[src/rtl/et_pkg.sv]
package et_pkg;
    localparam int WORD_W    = 32;
    localparam int CNT_W     = 64;
    localparam int ADDR_W    = 9;
    localparam int ROUTE_W   = 3;
    localparam int NUM_LINES = 1 << ROUTE_W;
    localparam int CH_IDX_W  = ADDR_W - 6;

    localparam logic [ADDR_W-1:0] A_CAP    = 9'h000;
    localparam logic [ADDR_W-1:0] A_PERIOD = 9'h004;
    localparam logic [ADDR_W-1:0] A_GCFG   = 9'h010;
    localparam logic [ADDR_W-1:0] A_CNT_LO = 9'h0F0;
    localparam logic [ADDR_W-1:0] A_CNT_HI = 9'h0F4;

    localparam logic [4:0] O_CFG    = 5'h00;
    localparam logic [4:0] O_CMP_LO = 5'h08;
    localparam logic [4:0] O_CMP_HI = 5'h0C;

    localparam int B_IRQ_EN   = 2;
    localparam int B_PERIODIC = 3;
    localparam int B_VALSET   = 6;
    localparam int B_MODE32   = 8;
    localparam int B_ROUTE    = 9;

    localparam int G_EN  = 0;
    localparam int G_LEG = 1;

    localparam int CAP_REV  = 0;
    localparam int CAP_NCH  = 8;
    localparam int CAP_WIDE = 13;
    localparam int CAP_LEG  = 15;

    typedef struct packed {
        logic [ROUTE_W-1:0] route;
        logic               mode32;
        logic               periodic;
        logic               irq_en;
    } ch_cfg_t;

    typedef enum logic [1:0] {
        ARM_IDLE,
        ARM_MATCH,
        ARM_PERIOD
    } arm_t;

    function automatic logic [WORD_W-1:0] cfg_to_word(ch_cfg_t c);
        logic [WORD_W-1:0] w;
        w = '0;
        w[B_IRQ_EN]            = c.irq_en;
        w[B_PERIODIC]          = c.periodic;
        w[B_MODE32]            = c.mode32;
        w[B_ROUTE +: ROUTE_W]  = c.route;
        return w;
    endfunction

    function automatic ch_cfg_t word_to_cfg(logic [WORD_W-1:0] w);
        ch_cfg_t c;
        c.irq_en   = w[B_IRQ_EN];
        c.periodic = w[B_PERIODIC];
        c.mode32   = w[B_MODE32];
        c.route    = w[B_ROUTE +: ROUTE_W];
        return c;
    endfunction

    function automatic logic cmp_hit(logic [CNT_W-1:0] cnt, logic [CNT_W-1:0] cmp, logic m32);
        if (m32)
            return cnt[WORD_W-1:0] == cmp[WORD_W-1:0];
        return cnt == cmp;
    endfunction

    function automatic logic [CNT_W-1:0] next_match(logic [CNT_W-1:0] cmp, logic [CNT_W-1:0] per, logic m32);
        logic [CNT_W-1:0] s;
        s = cmp + per;
        if (m32)
            s[CNT_W-1:WORD_W] = '0;
        return s;
    endfunction
endpackage

[src/rtl/et_counter.sv]
module et_counter
    import et_pkg::*;
(
    input  logic              clk,
    input  logic              rst,
    input  logic              run,
    input  logic              wr_lo,
    input  logic              wr_hi,
    input  logic [WORD_W-1:0] wdata,
    output logic [CNT_W-1:0]  count
);
    logic [CNT_W-1:0] cnt_q, cnt_d;

    always_comb begin
        cnt_d = run ? cnt_q + 1'b1 : cnt_q;
        if (wr_lo) cnt_d[WORD_W-1:0]     = wdata;
        if (wr_hi) cnt_d[CNT_W-1:WORD_W] = wdata;
    end

    always_ff @(posedge clk) begin
        if (rst) cnt_q <= '0;
        else     cnt_q <= cnt_d;
    end

    assign count = cnt_q;
endmodule

[src/rtl/et_channel.sv]
module et_channel
    import et_pkg::*;
(
    input  logic              clk,
    input  logic              rst,
    input  logic [CNT_W-1:0]  count,
    input  logic              run,
    input  logic              cfg_we,
    input  logic              lo_we,
    input  logic              hi_we,
    input  logic [WORD_W-1:0] wdata,
    output ch_cfg_t           cfg_o,
    output logic [CNT_W-1:0]  cmp_o,
    output logic              fire_o
);
    ch_cfg_t          cfg_q, cfg_d;
    arm_t             arm_q, arm_d;
    logic [CNT_W-1:0] cmp_q, cmp_d;
    logic [CNT_W-1:0] per_q, per_d;
    logic             fire_q;
    logic             hit;

    assign hit = run && cmp_hit(count, cmp_q, cfg_q.mode32);

    always_comb begin
        cfg_d = cfg_q;
        arm_d = arm_q;
        cmp_d = cmp_q;
        per_d = per_q;
        if (hit && cfg_q.periodic)
            cmp_d = next_match(cmp_q, per_q, cfg_q.mode32);
        if (cfg_we) begin
            cfg_d = word_to_cfg(wdata);
            arm_d = (wdata[B_VALSET] && wdata[B_PERIODIC]) ? ARM_MATCH : ARM_IDLE;
        end
        if (lo_we) begin
            unique case (arm_q)
                ARM_MATCH: begin
                    cmp_d[WORD_W-1:0] = wdata;
                    arm_d             = ARM_PERIOD;
                end
                ARM_PERIOD: begin
                    per_d[WORD_W-1:0] = wdata;
                    arm_d             = ARM_IDLE;
                end
                default: cmp_d[WORD_W-1:0] = wdata;
            endcase
        end
        if (hi_we && !cfg_q.mode32) begin
            if (arm_q == ARM_PERIOD) per_d[CNT_W-1:WORD_W] = wdata;
            else                     cmp_d[CNT_W-1:WORD_W] = wdata;
        end
    end

    always_ff @(posedge clk) begin
        if (rst) begin
            cfg_q  <= '0;
            arm_q  <= ARM_IDLE;
            cmp_q  <= '0;
            per_q  <= '0;
            fire_q <= 1'b0;
        end else begin
            cfg_q  <= cfg_d;
            arm_q  <= arm_d;
            cmp_q  <= cmp_d;
            per_q  <= per_d;
            fire_q <= hit && cfg_q.irq_en;
        end
    end

    assign cfg_o  = cfg_q;
    assign cmp_o  = cfg_q.mode32 ? {{(CNT_W-WORD_W){1'b0}}, cmp_q[WORD_W-1:0]} : cmp_q;
    assign fire_o = fire_q;
endmodule

[src/rtl/et_irq_route.sv]
module et_irq_route
    import et_pkg::*;
#(
    parameter int NUM_CH = 3
) (
    input  logic [NUM_CH-1:0]              fire,
    input  logic [NUM_CH-1:0][ROUTE_W-1:0] route,
    input  logic                           legacy,
    output logic [NUM_LINES-1:0]           lines,
    output logic                           tick,
    output logic                           rtc
);
    always_comb begin
        lines = '0;
        for (int i = 0; i < NUM_CH; i++) begin
            if (!(legacy && i < 2) && fire[i])
                lines[route[i]] = 1'b1;
        end
    end

    assign tick = legacy && fire[0];
    assign rtc  = legacy && fire[1];
endmodule

[src/rtl/event_timer.sv]
module event_timer
    import et_pkg::*;
#(
    parameter int          NUM_CH    = 3,
    parameter logic [31:0] PERIOD_FS = 32'd69841279
) (
    input  logic              clk,
    input  logic              rst,
    input  logic              bus_sel,
    input  logic              bus_we,
    input  logic [ADDR_W-1:0] bus_addr,
    input  logic [WORD_W-1:0] bus_wdata,
    output logic [WORD_W-1:0] bus_rdata,
    output logic [NUM_LINES-1:0] irq_line,
    output logic              irq_tick,
    output logic              irq_rtc
);
    logic                 wr, rd, ch_hit;
    logic [CH_IDX_W-1:0]  ch_idx;
    logic [4:0]           ch_off;
    logic                 gen_en, gen_leg;
    logic [CNT_W-1:0]     count;
    logic [WORD_W-1:0]    cap_word, rd_word;

    ch_cfg_t                        ch_cfg [NUM_CH];
    logic [CNT_W-1:0]               ch_cmp [NUM_CH];
    logic [NUM_CH-1:0]              ch_fire;
    logic [NUM_CH-1:0][ROUTE_W-1:0] ch_route;

    assign wr     = bus_sel && bus_we;
    assign rd     = bus_sel && !bus_we;
    assign ch_hit = bus_addr[ADDR_W-1];
    assign ch_idx = bus_addr[ADDR_W-2:5];
    assign ch_off = bus_addr[4:0];

    always_ff @(posedge clk) begin
        if (rst) begin
            gen_en  <= 1'b0;
            gen_leg <= 1'b0;
        end else if (wr && bus_addr == A_GCFG) begin
            gen_en  <= bus_wdata[G_EN];
            gen_leg <= bus_wdata[G_LEG];
        end
    end

    et_counter u_counter (
        .clk   (clk),
        .rst   (rst),
        .run   (gen_en),
        .wr_lo (wr && bus_addr == A_CNT_LO),
        .wr_hi (wr && bus_addr == A_CNT_HI),
        .wdata (bus_wdata),
        .count (count)
    );

    for (genvar i = 0; i < NUM_CH; i++) begin : g_ch
        logic sel_ch;
        assign sel_ch = wr && ch_hit && ch_idx == CH_IDX_W'(i);

        et_channel u_channel (
            .clk    (clk),
            .rst    (rst),
            .count  (count),
            .run    (gen_en),
            .cfg_we (sel_ch && ch_off == O_CFG),
            .lo_we  (sel_ch && ch_off == O_CMP_LO),
            .hi_we  (sel_ch && ch_off == O_CMP_HI),
            .wdata  (bus_wdata),
            .cfg_o  (ch_cfg[i]),
            .cmp_o  (ch_cmp[i]),
            .fire_o (ch_fire[i])
        );

        assign ch_route[i] = ch_cfg[i].route;
    end

    et_irq_route #(.NUM_CH(NUM_CH)) u_route (
        .fire   (ch_fire),
        .route  (ch_route),
        .legacy (gen_leg),
        .lines  (irq_line),
        .tick   (irq_tick),
        .rtc    (irq_rtc)
    );

    always_comb begin
        cap_word                  = '0;
        cap_word[CAP_REV +: 8]    = 8'h01;
        cap_word[CAP_NCH +: 5]    = 5'(NUM_CH - 1);
        cap_word[CAP_WIDE]        = 1'b1;
        cap_word[CAP_LEG]         = 1'b1;
    end

    always_comb begin
        rd_word = '0;
        if (rd) begin
            if (ch_hit) begin
                for (int i = 0; i < NUM_CH; i++) begin
                    if (ch_idx == CH_IDX_W'(i)) begin
                        case (ch_off)
                            O_CFG:    rd_word = cfg_to_word(ch_cfg[i]);
                            O_CMP_LO: rd_word = ch_cmp[i][WORD_W-1:0];
                            O_CMP_HI: rd_word = ch_cmp[i][CNT_W-1:WORD_W];
                            default:  rd_word = '0;
                        endcase
                    end
                end
            end else begin
                case (bus_addr)
                    A_CAP:    rd_word = cap_word;
                    A_PERIOD: rd_word = PERIOD_FS;
                    A_GCFG:   rd_word = {{(WORD_W-2){1'b0}}, gen_leg, gen_en};
                    A_CNT_LO: rd_word = count[WORD_W-1:0];
                    A_CNT_HI: rd_word = count[CNT_W-1:WORD_W];
                    default:  rd_word = '0;
                endcase
            end
        end
    end

    assign bus_rdata = rd_word;
endmodule

[config.mk]
export PLATFORM = sky130hd
export DESIGN_NAME = event_timer
export DESIGN_NICKNAME = d
export VERILOG_FILES = /design/src/rtl/et_pkg.sv /design/src/rtl/et_counter.sv /design/src/rtl/et_channel.sv /design/src/rtl/et_irq_route.sv /design/src/rtl/event_timer.sv
export SDC_FILE = /design/constraint.sdc
export NUM_CORES = 2
export LEC_CHECK = 0
export BUFFER_PORTS_ARGS = -buffer_cell sky130_fd_sc_hd__buf_2
export CORE_MARGIN = 8
export CORE_UTILIZATION = 35
export DETAILED_ROUTE_END_ITERATION = 10
export SLEW_MARGIN = 0
export SYNTH_ARGS = -nofsm -noshare
export SYNTH_HDL_FRONTEND = slang
export SYNTH_SLANG_ARGS = --single-unit
export TNS_END_PERCENT = 1
[constraint.sdc]
create_clock -name clk -period 3.33 [get_ports clk]
set_clock_uncertainty 0.05 [all_clocks]
set_input_delay 0.4995 -clock clk [delete_from_list [all_inputs] [get_ports clk]]
set_output_delay 0.4995 -clock clk [all_outputs]
set_load 0.01 [all_outputs]
; ---- After elaboration in Yosys (flattened, before gate mapping)
; Cells that the tools add are included.
[op_classes]
n_addsub = 4
magnitude_cmp = 6
eq_ne = 20
mux = 61
n_bitwise = 2
reduce_logical = 54
[op_table]
columns = op, count
row1 = $mux W32, 22
row2 = $mux W64, 7
row3 = $pmux W32 S3, 3
row4 = $add A64 B64 Y64, 3
row5 = $eq A64 B64 Y1, 3
row6 = $pmux W32 S5, 1
row7 = $eq A32 B32 Y1, 3
row8 = $add A64 B1 Y64 const B, 1
row9 = $logic_and A1 B1 Y1, 38
row10 = $mux W8, 3
row11 = $eq A9 B8 Y1 const B, 2
row12 = $or A8 B8 Y8, 2
row13 = $mux W1, 13
row14 = $lt A3 B4 Y1 const B, 3
row15 = $mux W2, 6
row16 = $pmux W2 S2, 3
row17 = $reduce_and A2 Y1, 6
row18 = $eq A5 B4 Y1 const B, 2
row19 = $demux W1 S3, 3
row20 = $eq A9 B3 Y1 const B, 1
row21 = $eq A9 B5 Y1 const B, 1
row22 = $ge A3 B1 Y1 const B, 3
row23 = $logic_not A9 Y1, 1
row24 = $eq A2 B1 Y1 const B, 3
row25 = 7 further kinds, 14
[word_totals]
reg_bits = 477
in_bits = 45
out_inout_bits = 42
word_cells = 178

; ---- Depth between registers and ports, before layout
[logic_depth]
depth_word = 9
depth_mapped = 14
ltp_nobuf = 13

; ---- Cells and area by module
; From an unflattened synthesis, not the netlist that was laid out.
[hier_totals]
cells_unflattened = 5159
area_unflattened_um2 = 38358.0
[by_module_without_submodules]
columns = mod, instances, cells_per_inst, area_per_inst_um2, seq_area_each_um2
row1 = et_channel (g_ch[1].u_channel), 1, 1441, 10729.0, 2742.6
row2 = et_channel (g_ch[2].u_channel), 1, 1398, 10380.0, 2742.6
row3 = et_channel (g_ch[0].u_channel), 1, 1398, 10346.2, 2742.6
row4 = et_counter, 1, 476, 3787.4, 1281.2
row5 = event_timer, 1, 405, 2869.0, 40.0
row6 = et_irq_route, 1, 41, 246.5, 0.0

; ---- Least setup slack after synthesis
; OpenSTA, ideal clock, no wires.
[synth_path]
kind = register to register
startpoint = register g_ch[0].u_channel.cmp_q[0]
endpoint = register g_ch[0].u_channel.cmp_q[62]
setup_ns = 0.069
arrival_ns = 3.387
t_required_ns = 3.211
path_slack_ns = -0.176
stages_incl_launch_ff = 14
path_buffers = 0
period_less_slack_ns = 3.506
path_cell_list = dfxtp_1 > ha_1 > fa_1 > a211oi_1 > o21ai_1 > a2111oi_4 > or3_4 > nand3b_4 > o21a_1 > a211o_1 > a31oi_4 > mux2i_1 > or4_1 > o21ai_1
[synth_via]
elab_chain_cells = 8
elab_cells_between_ends = 11
classes_between = add/sub: 1 / eq/ne: 2 / mux: 6 / reduce/logical: 2
[synth_lines]
columns = element, line
row1 = from (decl), et_channel.sv:18  ; logic [CNT_W-1:0] cmp_q, cmp_d;
row2 = from (signal assigned), et_channel.sv:65  ; cmp_q <= cmp_d;
row3 = "parallel branches: the longest is 5 deep, another holds $add A64 B64 Y64", n/a
row4 = $mux W64 *, et_channel.sv:30  ; if (hit && cfg_q.periodic)
row5 = $mux W32, et_channel.sv:50  ; if (arm_q == ARM_PERIOD) per_d[CNT_W-1:WORD_W] = wdata;
row6 = $mux W32 *, et_channel.sv:49  ; if (hi_we && !cfg_q.mode32) begin
; Every way passes the cells marked *. The select of a mux whose other input is x is not followed.
; A chain may end at the register's enable or synchronous reset.

; ---- Worst setup path in the final report
[layout_path]
startpoint = input port bus_addr[1]
endpoint = output port bus_rdata[13]
[layout_via]
elab_chain_cells = 7
elab_cells_between_ends = 17
classes_between = eq/ne: 6 / mux: 9 / reduce/logical: 2
[layout_lines]
columns = element, line
row1 = from (decl), event_timer.sv:11  ; input logic [ADDR_W-1:0] bus_addr,
row2 = $eq A5 B4 Y1 / $logic_not A5 Y1 (equally long branches), event_timer.sv:100  ; case (ch_off)
row3 = $pmux W32 S3, event_timer.sv:100
row4 = $mux W32 (3 in series), event_timer.sv:99  ; if (ch_idx == CH_IDX_W'(i)) begin
row5 = $mux W32 *, event_timer.sv:97  ; if (ch_hit) begin
row6 = $mux W32 *, event_timer.sv:96  ; if (rd) begin
row7 = to (decl), event_timer.sv:13  ; output logic [WORD_W-1:0] bus_rdata,
; Mark *: on every way between the ends. The rest lies on a longest branch, timed or not.

==> impl_metrics.json <==
{
  "status": "complete, but fails checks",
  "violations": "setup timing",
  "grt_use_total_pct": 30.6,
  "clkPwrFrac_pct": 53.2,
  "drtIter0Drc": 4891,
  "critPathLaunchType": "input port",
  "drive_gt1_share_pct": 19.4,
  "p_sw_share_pct": 25.5,
  "area_growth_pct": 25.4,
  "drc": 0,
  "grt_setup_unrepaired": "yes",
  "grt_overflow": 0,
  "vdd_drop_max_uv": 352,
  "grt_pass1_vias": 36538,
  "root_buffer": "clkbuf_16",
  "timing.rr.start": "g_ch[0].u_channel.per_q[0]",
  "p_switching_mw": 3.54,
  "gp_congestion": 1.03,
  "ys_types": 79,
  "setup_tns_ps": -513,
  "ys_seq_elements": 477,
  "port_buffers": 86,
  "core_um2": 101000,
  "dr.pass1.iters": 6,
  "grt_max_degree": 101,
  "htreeDepth": 2,
  "grt_pass1_wl_um": 258000,
  "synth_cells": 4882,
  "clk_path_buf_depth": 3,
  "synth_top_family_by_area": "compound AO/OA/AOI/OAI gates",
  "timing.final.ws_setup_ps": -125,
  "synth_area_um2": 35700,
  "slew_headroom_pct": 30.9,
  "critPathKind": "input port to output pin",
  "power_mw": 13.9,
  "fmax_ghz": 0.289,
  "placed_cell_area_um2": 41600,
  "die_h_um": 335,
  "synth-async-reset-ratio_pct": 0,
  "dp_hpwl_um": 134000,
  "seqPwrFrac_pct": 41.2,
  "cp.arrival_ps": 2910,
  "whs_ps": 308,
  "multi_input_area_um2": 25100,
  "antenna_found_initial": 4,
  "power_density_nw_per_um2": 310,
  "vias": 39961,
  "synth_ff_type": "dfxtp_1",
  "internal-power_mw": 10.4,
  "syn_avg_cell_area_um2": 7.32,
  "post-route-period-util_pct": 104,
  "layout_commonest_cell": "nand2_1",
  "avgRoutedWirePerCell_um": 27.3,
  "muxShareOfSynthArea_pct": 2.59,
  "clk_pin_slew_ps": 60,
  "p_leak_nw": 18.7,
  "drt-total-wl_um": 182000,
  "clk_latency_ps": 680,
  "start_util_pct": 35.2,
  "via_per_inst": 5.99,
  "dieArea_um2": 113000,
  "synth_warnings": 0,
  "r2r_slack_ps": -50,
  "yosys.area_share.simple_pct": 21.7,
  "final_area_um2": 44800,
  "layout_common_cells": "nand2_1 (626), buf_4 (607), nor2_1 (553), a21oi_1 (518), dfxtp_1 (466)",
  "hold_violations": 0,
  "min_to": "g_ch[0].u_channel.per_q[35]",
  "die_x_um": 335,
  "max_cap_viol_count": 0,
  "finalNetCount": 5495,
  "crit_fanout": 14,
  "yosysSeqAreaShare_pct": 26.7,
  "ant_nets": 0,
  "r2r_cells": 13,
  "setup_violations": 13,
  "crit_required_ps": 2780,
  "combPwrFrac_pct": 5.6,
  "synth-xor-area-share_pct": 9.98,
  "fillers": 10297,
  "regArea_um2": 9560,
  "min_path_type": "input port to flop",
  "synth-edff-count": 0,
  "crit_path_end_kind": "output pin",
  "min_from": "bus_wdata[3]",
  "synth_compound_area_share_pct": 26.6,
  "worst_pin_slew_ps": 1040,
  "hold_path_depth": 3,
  "synthAdderAreaFrac_pct": 7.03,
  "report.final.slew_viol_count": 0,
  "clkSinkCount": 477,
  "cts_buffers": 59,
  "post-route-min-period_ps": 3460,
  "cts_tree": "done",
  "synth_nets": 5126,
  "r2r-end": "g_ch[0].u_channel.cmp_q[62]",
  "num_rows": 117,
  "ios": 87
}
[worst max-delay path, cell delays in order]
cell and delay, ps:
buf_2 120, buf_4 130, nor4_2 260, buf_4 170, and2_4 220, buf_12 170, buf_12 150, a22oi_1 90
o22ai_2 220, o21ai_1 120, a211oi_2 400, buf_4 200, buf_2 120
[timing repair]
action / CTS / global route
buffers inserted: 2 / 11
gates resized for setup: 33 / 150
endpoints found under the hold margin: 0 / 0
setup endpoints to repair: 71 / 122
cloned: 0 / 2
hold buffers: 0 / 0
pin swaps: 22 / 50
[power groups by stage]
| stage | logic, mW | clock network (mW) | registers (mW) |
|---|---|---|---|
| global route | 0.781 | 7.68 | 5.72 |
| global placement | 0.733 | 0 | 5.85 |
| detailed placement | 0.731 | 0 | 5.85 |
| floorplan | 0.289 | 0 | 5.84 |
| CTS | 0.734 | 7.46 | 5.72 |
| finish | 0.783 | 7.39 | 5.72 |
[Yosys cell counts, types with 24 or more instances]
cell type    n  area, µm²
dfxtp_1    477       9550
a21o_1     129        968
nand4_1    115        719
clkbuf_1   411       1540
and3_1      38        238
nand2_1    630       2360
a221oi_1    79        692
a221o_1     26        260
o21ai_0    160        801
ha_1       196       2450
a22oi_1     67        503
a211oi_1   184       1380
nand3_1     82        410
nor4_1      36        225
o21bai_1    48        360
or3_1       25        156
nor2_1     565       2120
a31oi_1     46        288
nor2b_1     24        150
inv_1       76        285
nor3_1     123        616
xor2_1     174       1520
xnor2_1    233       2040
a21oi_1    531       2660
mux2i_1     88        881
[flip-flops by register name, indices dropped and copies added (netlist names)]
name and flops:
gen_leg 1, g_ch.u_channel.arm_q 6, g_ch.u_channel.cmp_q 192, g_ch.u_channel.fire_o 3, gen_en 1, g_ch.u_channel.cfg_o 18, g_ch.u_channel.per_q 192, u_counter.count 64
[layout make-up]
cell class	count	share of cell area (%)
antenna	5	0.0279
clock buffer	78	3.78
clock inverter	33	1.10
inverter	76	0.637
multi-input combinational	3899	56.2
sequential	477	21.4
tap	1368	3.82
timing repair buffer	738	13.1
[logic make-up (layout without fill, tap and decap cells)]
kind of cell | count (synthesis) | in the layout
flops | 477 | 477
compound gates | 1460 | 1460
other cells | 0 | 5
fa+ha+maj | 199 | 199
buf+inv | 506 | 925
simple gates | 1741 | 1741
mux | 92 | 92
xor+xnor | 407 | 407
[routing by layer]
layer	GRT usage, %	vias to the layer above	wire, µm
met5	0	-	16
met4	13.9	2	9580
met3	7.53	426	18900
met2	45.5	2084	75700
met1	41.6	19170	77900
li1	-	18279	-
[per-stage QoR]
| stage | setup slack [ps] | util [%] | instances |
|---|---|---|---|
| floorplan | -5.73 | - | 4882 |
| global placement | -474 | 41.0 | 6543 |
| detailed placement | -535 | 41.0 | 6543 |
| CTS | -156 | 43.3 | 6656 |
| global route | -149 | 44.1 | 6669 |
| finish | -125 | 44.1 | 6674 |
[worst max path at each step]
| stage | start | to | slack, ps | depth (start not counted) |
|---|---|---|---|---|
| finish | bus_addr[1] | bus_rdata[13] | -130 | 13 |
| global route | g_ch[0].u_channel.cmp_q[8] | g_ch[0].u_channel.cmp_q[57] | -150 | 14 |
| CTS | g_ch[0].u_channel.per_q[0] | g_ch[0].u_channel.cmp_q[62] | -160 | 13 |
| detailed placement | g_ch[1].u_channel.cmp_q[0] | g_ch[1].u_channel.cmp_q[44] | -530 | 13 |
| global placement | g_ch[1].u_channel.cmp_q[0] | g_ch[1].u_channel.cmp_q[44] | -470 | 13 |
| floorplan | g_ch[0].u_channel.cmp_q[0] | g_ch[0].u_channel.cmp_q[62] | -6 | 13 |
Note: power is estimated with default switching activity, not from simulation.
